===== src/rtl/lu_guard_pkg.sv =====
package lu_guard_pkg;

  typedef enum logic [1:0] {
    ST_WATCH   = 2'd0,
    ST_DRAIN   = 2'd1,
    ST_ISOLATE = 2'd2
  } lu_state_e;

endpackage


===== src/rtl/lu_trip_filter.sv =====
module lu_trip_filter #(
  parameter int SAMPLE_W = 12,
  parameter int CONSEC   = 2
) (
  input  logic                clk,
  input  logic                rst,
  input  logic                armed,
  input  logic                sample_vld,
  input  logic [SAMPLE_W-1:0] sample,
  input  logic [SAMPLE_W-1:0] limit,
  output logic                trip
);

  localparam int RUN_W = (CONSEC > 1) ? $clog2(CONSEC) : 1;
  localparam logic [RUN_W-1:0] RUN_LAST = RUN_W'(CONSEC - 1);

  logic             over;
  logic [RUN_W-1:0] run_q;

  assign over = sample > limit;
  assign trip = armed && sample_vld && over && (run_q == RUN_LAST);

  always_ff @(posedge clk) begin
    if (rst || !armed) begin
      run_q <= '0;
    end else if (sample_vld) begin
      if (!over)
        run_q <= '0;
      else if (run_q != RUN_LAST)
        run_q <= run_q + 1'b1;
    end
  end

  // a sample at or below the limit empties the run
  p_run_restart_r4: assert property (@(posedge clk) disable iff (rst)
    (armed && sample_vld && !over) |=> (run_q == '0));

endmodule


===== src/rtl/lu_hold_fsm.sv =====
module lu_hold_fsm
  import lu_guard_pkg::*;
#(
  parameter int HOLD_TICKS = 100
) (
  input  logic clk,
  input  logic rst,
  input  logic tick,
  input  logic trip,
  output logic armed,
  output logic iso_en,
  output logic shunt_en
);

  localparam int HOLD_W = (HOLD_TICKS > 2) ? $clog2(HOLD_TICKS) : 1;
  localparam logic [HOLD_W-1:0] LAST_DRAIN = HOLD_W'(HOLD_TICKS - 2);

  lu_state_e        state_q;
  logic [HOLD_W-1:0] tcnt_q;
  logic             iso_q;
  logic             shunt_q;

  assign armed    = (state_q == ST_WATCH);
  assign iso_en   = iso_q;
  assign shunt_en = shunt_q;

  always_ff @(posedge clk) begin
    if (rst) begin
      state_q <= ST_WATCH;
      tcnt_q  <= '0;
      iso_q   <= 1'b0;
      shunt_q <= 1'b0;
    end else begin
      unique case (state_q)
        ST_WATCH: begin
          if (trip) begin
            state_q <= ST_DRAIN;
            tcnt_q  <= '0;
            iso_q   <= 1'b1;
            shunt_q <= 1'b1;
          end
        end
        ST_DRAIN: begin
          if (tick) begin
            tcnt_q <= tcnt_q + 1'b1;
            if (tcnt_q == LAST_DRAIN) begin
              state_q <= ST_ISOLATE;
              shunt_q <= 1'b0;
            end
          end
        end
        ST_ISOLATE: begin
          if (tick) begin
            state_q <= ST_WATCH;
            tcnt_q  <= '0;
            iso_q   <= 1'b0;
          end
        end
        default: begin
          state_q <= ST_WATCH;
          iso_q   <= 1'b0;
          shunt_q <= 1'b0;
        end
      endcase
    end
  end

  // the shunt is only ever closed while the load is isolated
  p_shunt_in_iso_r5: assert property (@(posedge clk) disable iff (rst)
    shunt_q |-> iso_q);

  // reconnection never happens with the shunt still closed one cycle earlier
  p_release_order_r5: assert property (@(posedge clk) disable iff (rst)
    $fell(iso_q) |-> !$past(shunt_q));

  // without a timebase pulse the hold cannot change
  p_hold_stable_r6: assert property (@(posedge clk) disable iff (rst)
    (!armed && !tick) |=> ($stable(iso_q) && $stable(shunt_q)));

endmodule


===== src/rtl/lu_event_log.sv =====
module lu_event_log #(
  parameter int CNT_W = 8
) (
  input  logic             clk,
  input  logic             rst,
  input  logic             trip,
  input  logic             irq_clr,
  output logic             irq,
  output logic [CNT_W-1:0] trip_cnt
);

  localparam logic [CNT_W-1:0] CNT_MAX = {CNT_W{1'b1}};

  logic             irq_q;
  logic [CNT_W-1:0] cnt_q;

  assign irq      = irq_q;
  assign trip_cnt = cnt_q;

  always_ff @(posedge clk) begin
    if (rst) begin
      irq_q <= 1'b0;
      cnt_q <= '0;
    end else begin
      if (trip)
        irq_q <= 1'b1;
      else if (irq_clr)
        irq_q <= 1'b0;
      if (trip && (cnt_q != CNT_MAX))
        cnt_q <= cnt_q + 1'b1;
    end
  end

  // the interrupt holds until cleared
  p_irq_sticky_r7: assert property (@(posedge clk) disable iff (rst)
    (irq_q && !irq_clr) |=> irq_q);

  // the counter never wraps from its maximum
  p_no_overflow_r8: assert property (@(posedge clk) disable iff (rst)
    (cnt_q == CNT_MAX) |=> (cnt_q == CNT_MAX));

  // each trip below saturation adds exactly one
  p_count_step_r8: assert property (@(posedge clk) disable iff (rst)
    (trip && cnt_q != CNT_MAX) |=> (cnt_q == $past(cnt_q) + 1'b1));

endmodule


===== src/rtl/lu_guard.sv =====
module lu_guard #(
  parameter int SAMPLE_W    = 12,
  parameter int NOM_CURRENT = 500,
  parameter int HOLD_TICKS  = 100,
  parameter int CONSEC      = 2,
  parameter int CNT_W       = 8
) (
  input  logic                clk,
  input  logic                rst,
  input  logic                tick,
  input  logic                sample_vld,
  input  logic [SAMPLE_W-1:0] sample,
  input  logic                lim_wr,
  input  logic [SAMPLE_W-1:0] lim_din,
  input  logic                irq_clr,
  output logic                iso_en,
  output logic                shunt_en,
  output logic                irq,
  output logic [CNT_W-1:0]    trip_cnt,
  output logic [SAMPLE_W-1:0] limit_q
);

  localparam logic [SAMPLE_W-1:0] LIMIT_RST = SAMPLE_W'(2 * NOM_CURRENT);

  logic [SAMPLE_W-1:0] limit_r;
  logic                armed;
  logic                trip;

  assign limit_q = limit_r;

  always_ff @(posedge clk) begin
    if (rst)
      limit_r <= LIMIT_RST;
    else if (lim_wr)
      limit_r <= lim_din;
  end

  lu_trip_filter #(
    .SAMPLE_W (SAMPLE_W),
    .CONSEC   (CONSEC)
  ) u_filter (
    .clk        (clk),
    .rst        (rst),
    .armed      (armed),
    .sample_vld (sample_vld),
    .sample     (sample),
    .limit      (limit_r),
    .trip       (trip)
  );

  lu_hold_fsm #(
    .HOLD_TICKS (HOLD_TICKS)
  ) u_hold (
    .clk      (clk),
    .rst      (rst),
    .tick     (tick),
    .trip     (trip),
    .armed    (armed),
    .iso_en   (iso_en),
    .shunt_en (shunt_en)
  );

  lu_event_log #(
    .CNT_W (CNT_W)
  ) u_log (
    .clk      (clk),
    .rst      (rst),
    .trip     (trip),
    .irq_clr  (irq_clr),
    .irq      (irq),
    .trip_cnt (trip_cnt)
  );

  // isolation only begins from a valid over-limit sample
  p_trip_cause_r3: assert property (@(posedge clk) disable iff (rst)
    $rose(iso_en) |-> ($past(sample_vld) && ($past(sample) > $past(limit_r))));

  // every start of isolation leaves the interrupt raised
  p_irq_on_trip_r7: assert property (@(posedge clk) disable iff (rst)
    $rose(iso_en) |-> irq);

endmodule


===== config.mk =====
export PLATFORM = sky130hd
export DESIGN_NAME = lu_guard
export DESIGN_NICKNAME = d
export VERILOG_FILES = /design/src/rtl/lu_guard_pkg.sv /design/src/rtl/lu_trip_filter.sv /design/src/rtl/lu_hold_fsm.sv /design/src/rtl/lu_event_log.sv /design/src/rtl/lu_guard.sv
export SDC_FILE = /design/constraint.sdc
export NUM_CORES = 1
export LEC_CHECK = 0
export CAP_MARGIN = 20
export CORE_MARGIN = 2
export CORE_UTILIZATION = 45
export DETAILED_ROUTE_END_ITERATION = 7
export DONT_BUFFER_PORTS = 1
export PLACE_DENSITY = 0.64
export SLEW_MARGIN = 30
export SYNTH_ARGS = -nofsm -noshare
export SYNTH_HDL_FRONTEND = slang
export SYNTH_HIERARCHICAL = 1
export SYNTH_SLANG_ARGS = --single-unit

===== constraint.sdc =====
create_clock -name clk -period 6.6 [get_ports clk]
set_input_delay 0.66 -clock clk [delete_from_list [all_inputs] [get_ports clk]]
set_output_delay 0.66 -clock clk [all_outputs]
set_load 0.05 [all_outputs]

======== Word level (Yosys, flattened, before mapping) ========
Index checks and enable logic that the tools add are counted.
storage, ports and cells
  output and inout bits ................... 23
  register bits ........................... 33
  input bits .............................. 30
  memories kept ........................... 0
  RAM bits ................................ 0
  logic and storage cells ................. 54
  bits in read-only memories .............. 0
  bits in latches ......................... 0
cells by class
  muxes and demuxes ....................... 19
  bitwise gates (word level) .............. 2
  multiply operators ...................... 0
  order comparisons ....................... 1
  divide/modulo/power cells ............... 0
  add/subtract/negate cells ............... 3
  equality and inequality tests ........... 8
  reduce and logical (&&, ||, !) cells .... 13
  shifts and indexed selects .............. 0
operator list
  kind                                                              number
  7-bit two-way mux                                                 3
  7-bit case mux with 3 select lines                                1
  12-bit greater-than comparator                                    1
  4-bit AND reduction                                               3
  8-bit by 1-bit adder with 8-bit output (second input constant)    1
  1-bit two-way mux                                                 8
  2-bit two-way mux                                                 4
  8-bit != test (second input constant)                             1
  7-bit by 1-bit adder with 7-bit output (second input constant)    1
  7-bit == test (second input constant)                             1
  1-bit case mux with 3 select lines                                2
  2-bit case mux with 3 select lines                                1
  1-bit logical AND                                                 4
  2-bit by 1-bit != test with 1-bit output (second input constant)  2
  2-bit != test (second input constant)                             2
  3-bit AND reduction                                               1
  3-bit nonzero test                                                1
  2-bit by 1-bit == test with 1-bit output (second input constant)  1
  2-bit == test (second input constant)                             1
  2-bit logical NOT                                                 1
  1-bit inverter                                                    2
  2-bit nonzero test                                                1
  1-bit adder (second input constant)                               1
  1-bit logical NOT                                                 1
  1-bit logical OR                                                  1

======== Depth between registers and ports, before layout ========
Gate-level depths: netlist (run 1).
  word-level depth ........................ 6
  gate-level depth with buffers ........... 11
  mapped depth without buffers ............ 11

======== Modules after synthesis ========
The synthesis (run 1) kept the hierarchy.
modules (own cells, without submodules)
  module          sequential area each (um^2)  area an instance (um^2)  cells each  times used
  lu_hold_fsm     220.2                        556.8                    68          1
  lu_event_log    180.2                        480.5                    51          1
  lu_guard        240.2                        444.2                    39          1
  lu_trip_filter  20.0                         360.3                    48          1

======== Least setup slack after synthesis (run 1) ========
Ideal clock, no wire load.
  path kind ............................... reg-to-reg
  start point ............................. register limit_r[10], in the netlist limit_q[10]
  end point ............................... register u_hold.tcnt_q[5]
  path slack .............................. 3393 ps
  setup time .............................. 70 ps
  data required time ...................... 6530 ps
  data arrival time ....................... 3137 ps
  stages on the path, launching flop included .. 12
  clock period less this slack ............ 3207 ps
  path buffers ............................ 0
  cell sequence ........................... dfxtp_1 > inv_1 > ha_1 > nand4_1 > or3_1 > a21oi_2 > o41ai_2 > nor2_1 > nor3_2 > a2111o_1 > or3_1 > a21oi_1
on the way
  longest elaborated chain between the ends .. 5
ends and longest elaborated chain
  what                                                RTL line              source
  from (decl)                                         lu_guard.sv:25        logic [SAMPLE_W-1:0] limit_r;
  from (signal assigned)                              lu_guard.sv:35        limit_r <= lim_din;
  12-bit greater-than comparator                      lu_trip_filter.sv:20  assign over = sample > limit;
  1-bit logical AND (2 in a row)                      lu_trip_filter.sv:21  assign trip = armed && sample_vld && over && (run_q == RUN_LAST);
  named net trip                                      lu_guard.sv:27        logic trip;
  2-bit by 1-bit != test with 1-bit output (no line)  n/a
  4-bit AND reduction (no line)                       n/a
  to (signal assigned)                                lu_hold_fsm.sv:45     tcnt_q <= tcnt_q + 1'b1;
  to (decl)                                           lu_hold_fsm.sv:19     logic [HOLD_W-1:0] tcnt_q;
The timed path passes the listed nets, and every way through them passes these cells.
A chain may end at the register's enable or synchronous reset.

======== Final worst setup path (run 1) ========
Same ends and word-level chain as after synthesis.

==> impl_results.md, run 1 <==
* Total vias in the final route at 1424
* Min-Delay Path Class: primary input to flip-flop
* CTS buffer count at 5
* WL/cell at 13.4 um
* Critical path startpoint category: flip-flop
* Biggest area contributors in the synthesized netlist: sky130_fd_sc_hd__dfxtp_1, sky130_fd_sc_hd__ha_1, sky130_fd_sc_hd__mux2i_1
* Commonest register cell after synthesis: sky130_fd_sc_hd__dfxtp_1
* Sequential cell fraction of total power at 49.9%
* Congestion Overflow GR at 0
* Crit path max-delay cell type: sky130_fd_sc_hd__dfxtp_1
* Library cell with the largest summed area after synthesis: sky130_fd_sc_hd__dfxtp_1
* Multiplexer share of the synthesized area at 6.52%
* Final critical-path required period at 3.59 ns
* Detail Route Antenna Nets at 0
* Setup TNS after final layout at 0 ns
* Outcome: finished clean
* GP Congestion at 0.733
* Synth Area in XOR/XNOR at 0%
* Sequential-to-total area share from yosys stat at 35.9%
* Placed instance count at 249
* Post-synthesis area per instance at 8.94 um2
* Total of hold buffers inserted after clock tree synthesis at 0
* Number of setup violations in the final report at 0
* Arrival time at the worst endpoint at 3.79 ns
* First-pass DRT Iterations at 4
* Htree depth at 2
* Leading cell type by number of instances after synthesis: sky130_fd_sc_hd__dfxtp_1
* Clock network fraction of design power at 42.6%
* Worst reg-to-reg path cell count at 11
* Share of Yosys cell area claimed by the top area cell type at 35.9%
* Worst vdd rail ir drop at 0.125 mV
* Via count normalized by instance count at 5.54
* Count of maximum capacitance violations at 0
* CTS resizes at 0
* Power Internal at 0.347 mW
* Share of post-route cells with drive strength above 1 at 8.70%
* Period Utilization, post-route at 54.4%
* Worst path most repeated cell: sky130_fd_sc_hd__or3_1
* Die Area at 0.00462 mm2
* Wire length after detailed routing at 3450 um
* Number of rows in the core area at 23
* Post-Synth Simple-Gate Area at 21.7%
* Hold wc startpoint: rst
* Number of different library cells in the post-synthesis netlist at 43
* Hold path depth at 1
* Combinational share of power at 7.5%
* Slack of the critical path at 3.01 ns
* Die extent in y at 68.0 um
* Post-CTS Repair Setup Buffers at 0
* Switching fraction of total power at 25.2%
* Post-synth design cell area at 0.00184 mm2
* Die Width at 68.0 um
* Sink Count at 33
* Worst EP required at 6.80 ns
* Starting Density at 46.4%
* Number of synthesis warnings at 6
* Total power of the final layout at 0.464 mW
* DRC violation total after the first TritonRoute iteration at 42
* Maximum number of pins on one net before global-route repair at 34
* Kind of capture point of the worst setup path: flip-flop
* Startpoint of the worst-slack reg-to-reg timing path: limit_q[10]
* Net Sw Power at 0.117 mW
* Post-Place Cell Area at 0.00185 mm2
* Kind of critical path: flip-flop to flip-flop
* Clock transition at the register clock pins on the worst setup and hold paths after CTS at 0.07 ns
* Clk_skew at 0.00906 ns
* Port Buffers at 0
* Setup repair after global routing missed its margin: false
* Synthesized netlist net count at 251
* Boundary Pins at 53
* First-pass GRT wire length at 5550 um
* P per Cell Area at 236 mW/mm2
* Clock Latency Late Sink at 0.28 ns
* DP Worst Slack at 3.04 ns
* Endpoint of the worst hold path: u_hold/iso_en
* HPWL after DPL at 2490 um
* Largest driver fanout on the critical path at 12
* Growth of design area from synthesis to finish at 6.73%
* Register-to-register path setup slack at 3.01 ns
* Number of antenna violations at the first check in global routing at 0
* Summed area of non-filler cells in the final layout at 0.00197 mm2
* Largest incremental delay on the critical path at 0.66 ns
* Fraction of registers with async set or reset after synthesis at 0%
* Synth Area in Adders at 10.2%
* Number of synthesized register bits at 33
* Final max-slew violation count at 0
* Cell-by-cell trace of the critical path: inv_1, ha_1, nand4_1, or3_1, a21oi_2, o41ai_2, nor2_1, nor3_2, a2111o_1, or3_1, a21oi_1
* Number of enable-type register cells in the synthesized netlist at 0
* Global routing usage summed across all routing layers at 15.7%
* Slew headroom at 50.8%
* RR Endpoint: u_hold/tcnt_q[5]
* TritonCTS clock tree: yes
* Maximum clock frequency at 279 MHz
* Number of buffers between clock root and the deepest sink at 2
* Fillers at 404
* Final Hold Viols at 0
* WP buf/inv at 1
* Net count reported at finish at 251
* Post-layout instance count excluding filler cells at 257
* Reported leakage power at 0.760 nW
* # diodes at 0
* Share of the synthesized area in compound gates (AO/OA/AOI/OAI) at 19.0%
* Dominant delay contributor by cell family on the critical path: simple AND/OR/NAND/NOR gates
* Core Region at 0.00397 mm2
* Most used standard cells in the synthesized netlist: sky130_fd_sc_hd__dfxtp_1, sky130_fd_sc_hd__inv_1, sky130_fd_sc_hd__nor2_1, sky130_fd_sc_hd__a21oi_1, sky130_fd_sc_hd__ha_1
* Mapped Cells at 206
* Slew @ Worst Pin at 0.735 ns
* CTS Root Cell: sky130_fd_sc_hd__clkbuf_8
* Main combinational cell family by area after synthesis: simple AND/OR/NAND/NOR gates
* Number of global-route vias before repair at 1283
* DRC errors left at 0
[sequential cells by signal, summed over array words and instances, names as in the netlist]
signal / flops
limit_q: 12
u_log/trip_cnt: 8
u_hold/tcnt_q: 7
u_hold/state_q: 2
u_filter/run_q: 1
u_hold/iso_en: 1
u_hold/shunt_en: 1
u_log/irq: 1
[area by class of cell]
class	instances	area (um2)	area share (%)
Sequential cell	33	661	33.6
Multi-Input combinational cell	148	1060	53.9
Clock inverter	1	30.0	1.53
Tap cell	50	62.6	3.18
Inverter	18	67.6	3.44
Clock buffer	7	86.3	4.39
[worst max path at each step]
stage          depth (start not counted)  slack, ns        start               end
2_1_floorplan                         11       3.39  limit_q[10]  u_hold/tcnt_q[5]
3_3_place_gp                          11       3.12  limit_q[10]  u_hold/tcnt_q[6]
3_5_place_dp                          11       3.04  limit_q[10]  u_hold/tcnt_q[6]
4_1_cts                               11       3.00  limit_q[10]  u_hold/tcnt_q[5]
5_1_grt                               11       2.74  limit_q[10]  u_hold/tcnt_q[5]
6_report                              11       3.01  limit_q[10]  u_hold/tcnt_q[5]
[routing by layer]
metal  GRT usage [%]  wire [um]
met3            6.41        345
met5               0          0
met2            24.6       1440
met4            4.50         37
met1            19.7       1630
[cell usage in the layout, fill, tap and decap left out, types with 5 or more instances in the layout]
| cell type | instances |
|---|---|
| sky130_fd_sc_hd__dfxtp_1 | 33 |
| sky130_fd_sc_hd__nor2_1 | 18 |
| sky130_fd_sc_hd__inv_1 | 18 |
| sky130_fd_sc_hd__a21oi_1 | 17 |
| sky130_fd_sc_hd__ha_1 | 15 |
| sky130_fd_sc_hd__mux2i_1 | 9 |
| sky130_fd_sc_hd__nor2b_1 | 9 |
| sky130_fd_sc_hd__or3_1 | 7 |
| sky130_fd_sc_hd__o21ai_0 | 7 |
| sky130_fd_sc_hd__a211o_1 | 6 |
| sky130_fd_sc_hd__clkbuf_8 | 6 |
| sky130_fd_sc_hd__nand2_1 | 6 |
| sky130_fd_sc_hd__nand4_1 | 6 |
| sky130_fd_sc_hd__nand2b_1 | 6 |
| sky130_fd_sc_hd__nor3_1 | 5 |
[cells by family after synthesis]
| group | Yosys count |
|---|---|
| AND/OR/NAND/NOR | 72 |
| buffers and inverters | 25 |
| multiplexers | 11 |
| adder cells (fa/ha/maj) | 15 |
| AO/OA/AOI/OAI | 50 |
| flip-flops | 33 |
[power by group through the flow]
stage	Combinational [mW]	Sequential (mW)	Clock (mW)
floorplan	0.0350	0.234	0
global placement	0.0348	0.236	0
global route	0.0406	0.233	0.213
CTS	0.0351	0.232	0.202
finish	0.0347	0.232	0.198
detailed placement	0.0348	0.237	0
[through the flow]
step,utilization (%),hold WS [ns]
2_1_floorplan,-,0.459
3_3_place_gp,46.6,0.471
3_5_place_dp,46.6,0.474
4_1_cts,49.5,0.433
5_1_grt,49.5,0.421
6_report,49.5,0.448
Power figures use the tool's default switching activity.
==> inputs of run 2 (changes only) <==
- clock period: 6.6 -> 3.4 ns (I/O delays scaled with it)
==> run 2 against run 1 <==
Compared with the run above: critical path depth is the same; register-to-register slack lost 2.7 ns; worst setup slack lost 2.7 ns; clock power grew 90%; via count grew 2.7%; die area is the same; global-route usage grew 0.20 points; power grew 96%; critical endpoint unchanged.
==> impl_results.md, run 2 (same netlist as run 1, synthesis figures left out) <==
* Outcome: finished clean
* Total vias in the final route at 1463
* Sink Count at 33
* Critical path startpoint category: flip-flop
* Largest driver fanout on the critical path at 6
* Slew headroom at 55.2%
* Die extent in y at 68.0 um
* Clock Latency Late Sink at 0.28 ns
* DRC errors left at 0
* Global routing usage summed across all routing layers at 15.9%
* Slew @ Worst Pin at 0.671 ns
* Period Utilization, post-route at 91.2%
* Clock transition at the register clock pins on the worst setup and hold paths after CTS at 0.07 ns
* Htree depth at 2
* WHS at 0.123 ns
* Count of maximum capacitance violations at 0
* CTS Root Cell: sky130_fd_sc_hd__clkbuf_8
* First-pass DRT Iterations at 4
* Setup repair after global routing missed its margin: false
* Arrival time at the worst endpoint at 3.32 ns
* Reported leakage power at 0.819 nW
* Number of antenna violations at the first check in global routing at 0
* P per Cell Area at 442 mW/mm2
* Total of hold buffers inserted after clock tree synthesis at 0
* Via count normalized by instance count at 5.44
* Share of post-route cells with drive strength above 1 at 13.7%
* Fillers at 398
* Number of buffers between clock root and the deepest sink at 2
* Setup TNS after final layout at 0 ns
* Number of flip-flops under the largest register name at 12
* Net count reported at finish at 263
* Final max-slew violation count at 0
* Post-CTS Repair Setup Buffers at 0
* CTS resizes at 0
* Port Buffers at 0
* Detail Route Antenna Nets at 0
* DRC violation total after the first TritonRoute iteration at 46
* Commonest cells after routing, fill and taps aside: sky130_fd_sc_hd__dfxtp_1, sky130_fd_sc_hd__nor2_1, sky130_fd_sc_hd__inv_1
* Die Width at 68.0 um
* Starting Density at 46.4%
* Final critical-path required period at 3.10 ns
* Kind of capture point of the worst setup path: flip-flop
* WL/cell at 13.2 um
* Area occupied by multi-input gates at 0.00106 mm2
* Area taken by flip-flops and latches at 661 um2
* Worst EP required at 3.62 ns
* Die Area at 0.00462 mm2
* GP Congestion at 0.814
* Min-Delay Path Class: primary input to flip-flop
* Congestion Overflow GR at 0
* CTS buffer count at 5
* Number of global-route vias before repair at 1246
* Maximum clock frequency at 322 MHz
* HPWL after DPL at 2600 um
* Leading cell type in the layout, fill and taps excluded: sky130_fd_sc_hd__dfxtp_1
* Boundary Pins at 53
* Worst vdd rail ir drop at 0.333 mV
* Final Hold Viols at 0
* Number of rows in the core area at 23
* Wire length after detailed routing at 3540 um
* Clk_skew at 0.00561 ns
* TritonCTS clock tree: yes
* Maximum number of pins on one net before global-route repair at 34
* Kind of critical path: flip-flop to flip-flop
* # diodes at 0
* First-pass GRT wire length at 5400 um
* Core Region at 0.00397 mm2
* Growth of design area from synthesis to finish at 11.6%
* Number of setup violations in the final report at 0
-- run 2: cell count changes in the layout (fill, tap and decap cells not counted) --
cell	delta
sky130_fd_sc_hd__buf_4	+12
-- run 2: power breakdown --
group          total (mW)  internal (mW)  leakage [nW]  switching (mW)
logic               0.111         0.0463         0.491          0.0651
clock network       0.377          0.239        0.0585           0.138
registers           0.420          0.400         0.269          0.0203
total               0.908          0.685         0.819           0.223
-- run 2: per-stage QoR --
step                      power, mW  cell area (um2)  util [%]  worst slack (ns)  std cells
after floorplan               0.523             1840         -             0.193        206
final                         0.908             2060      51.8             0.299        269
after global placement        0.540             1940      48.8             0.394        261
after global routing          0.960             2060      51.8             0.120        269
after CTS                     0.926             2060      51.8             0.294        269
after detailed placement      0.541             1940      48.8             0.321        261
-- run 2: final cells by class --
type | count | area share [%]
repair buffers | 12 | 4.38
flip-flops and latches | 33 | 32.1
multi-input cells | 148 | 51.5
inverters | 18 | 3.29
well taps | 50 | 3.04
clock buffers | 7 | 4.20
clock inverters | 1 | 1.46
-- run 2: routing by layer --
metal / wire length [um] / global-route usage (%) / vias up
met5: 0 / 0 / -
met4: 63 / 6.75 / 0
met3: 409 / 8.22 / 6
met2: 1450 / 25.2 / 50
met1: 1610 / 17.8 / 644
li1: - / - / 763
-- run 2: critical path, stage by stage, from the launching register on --
cell                       delay, ns
sky130_fd_sc_hd__dfxtp_1        0.66
sky130_fd_sc_hd__inv_1          0.09
sky130_fd_sc_hd__ha_1           0.33
sky130_fd_sc_hd__nand4_1        0.11
sky130_fd_sc_hd__or3_1          0.42
sky130_fd_sc_hd__a21oi_2        0.13
sky130_fd_sc_hd__o41ai_2        0.09
sky130_fd_sc_hd__nor2_1         0.17
sky130_fd_sc_hd__nor3_2         0.07
sky130_fd_sc_hd__a2111o_1       0.47
sky130_fd_sc_hd__or3_1          0.37
sky130_fd_sc_hd__a21oi_1        0.13
-- run 2: final timing paths --
path / startpoint / endpoint / slack, ns / cells after the start
max: limit_q[10] / u_hold/tcnt_q[5] / 0.30 / 11
min: rst / u_hold/tcnt_q[1] / 0.12 / 1
max reg2reg: limit_q[10] / u_hold/tcnt_q[5] / 0.30 / 11
min reg2reg: u_filter/run_q / u_filter/run_q / 0.48 / 2
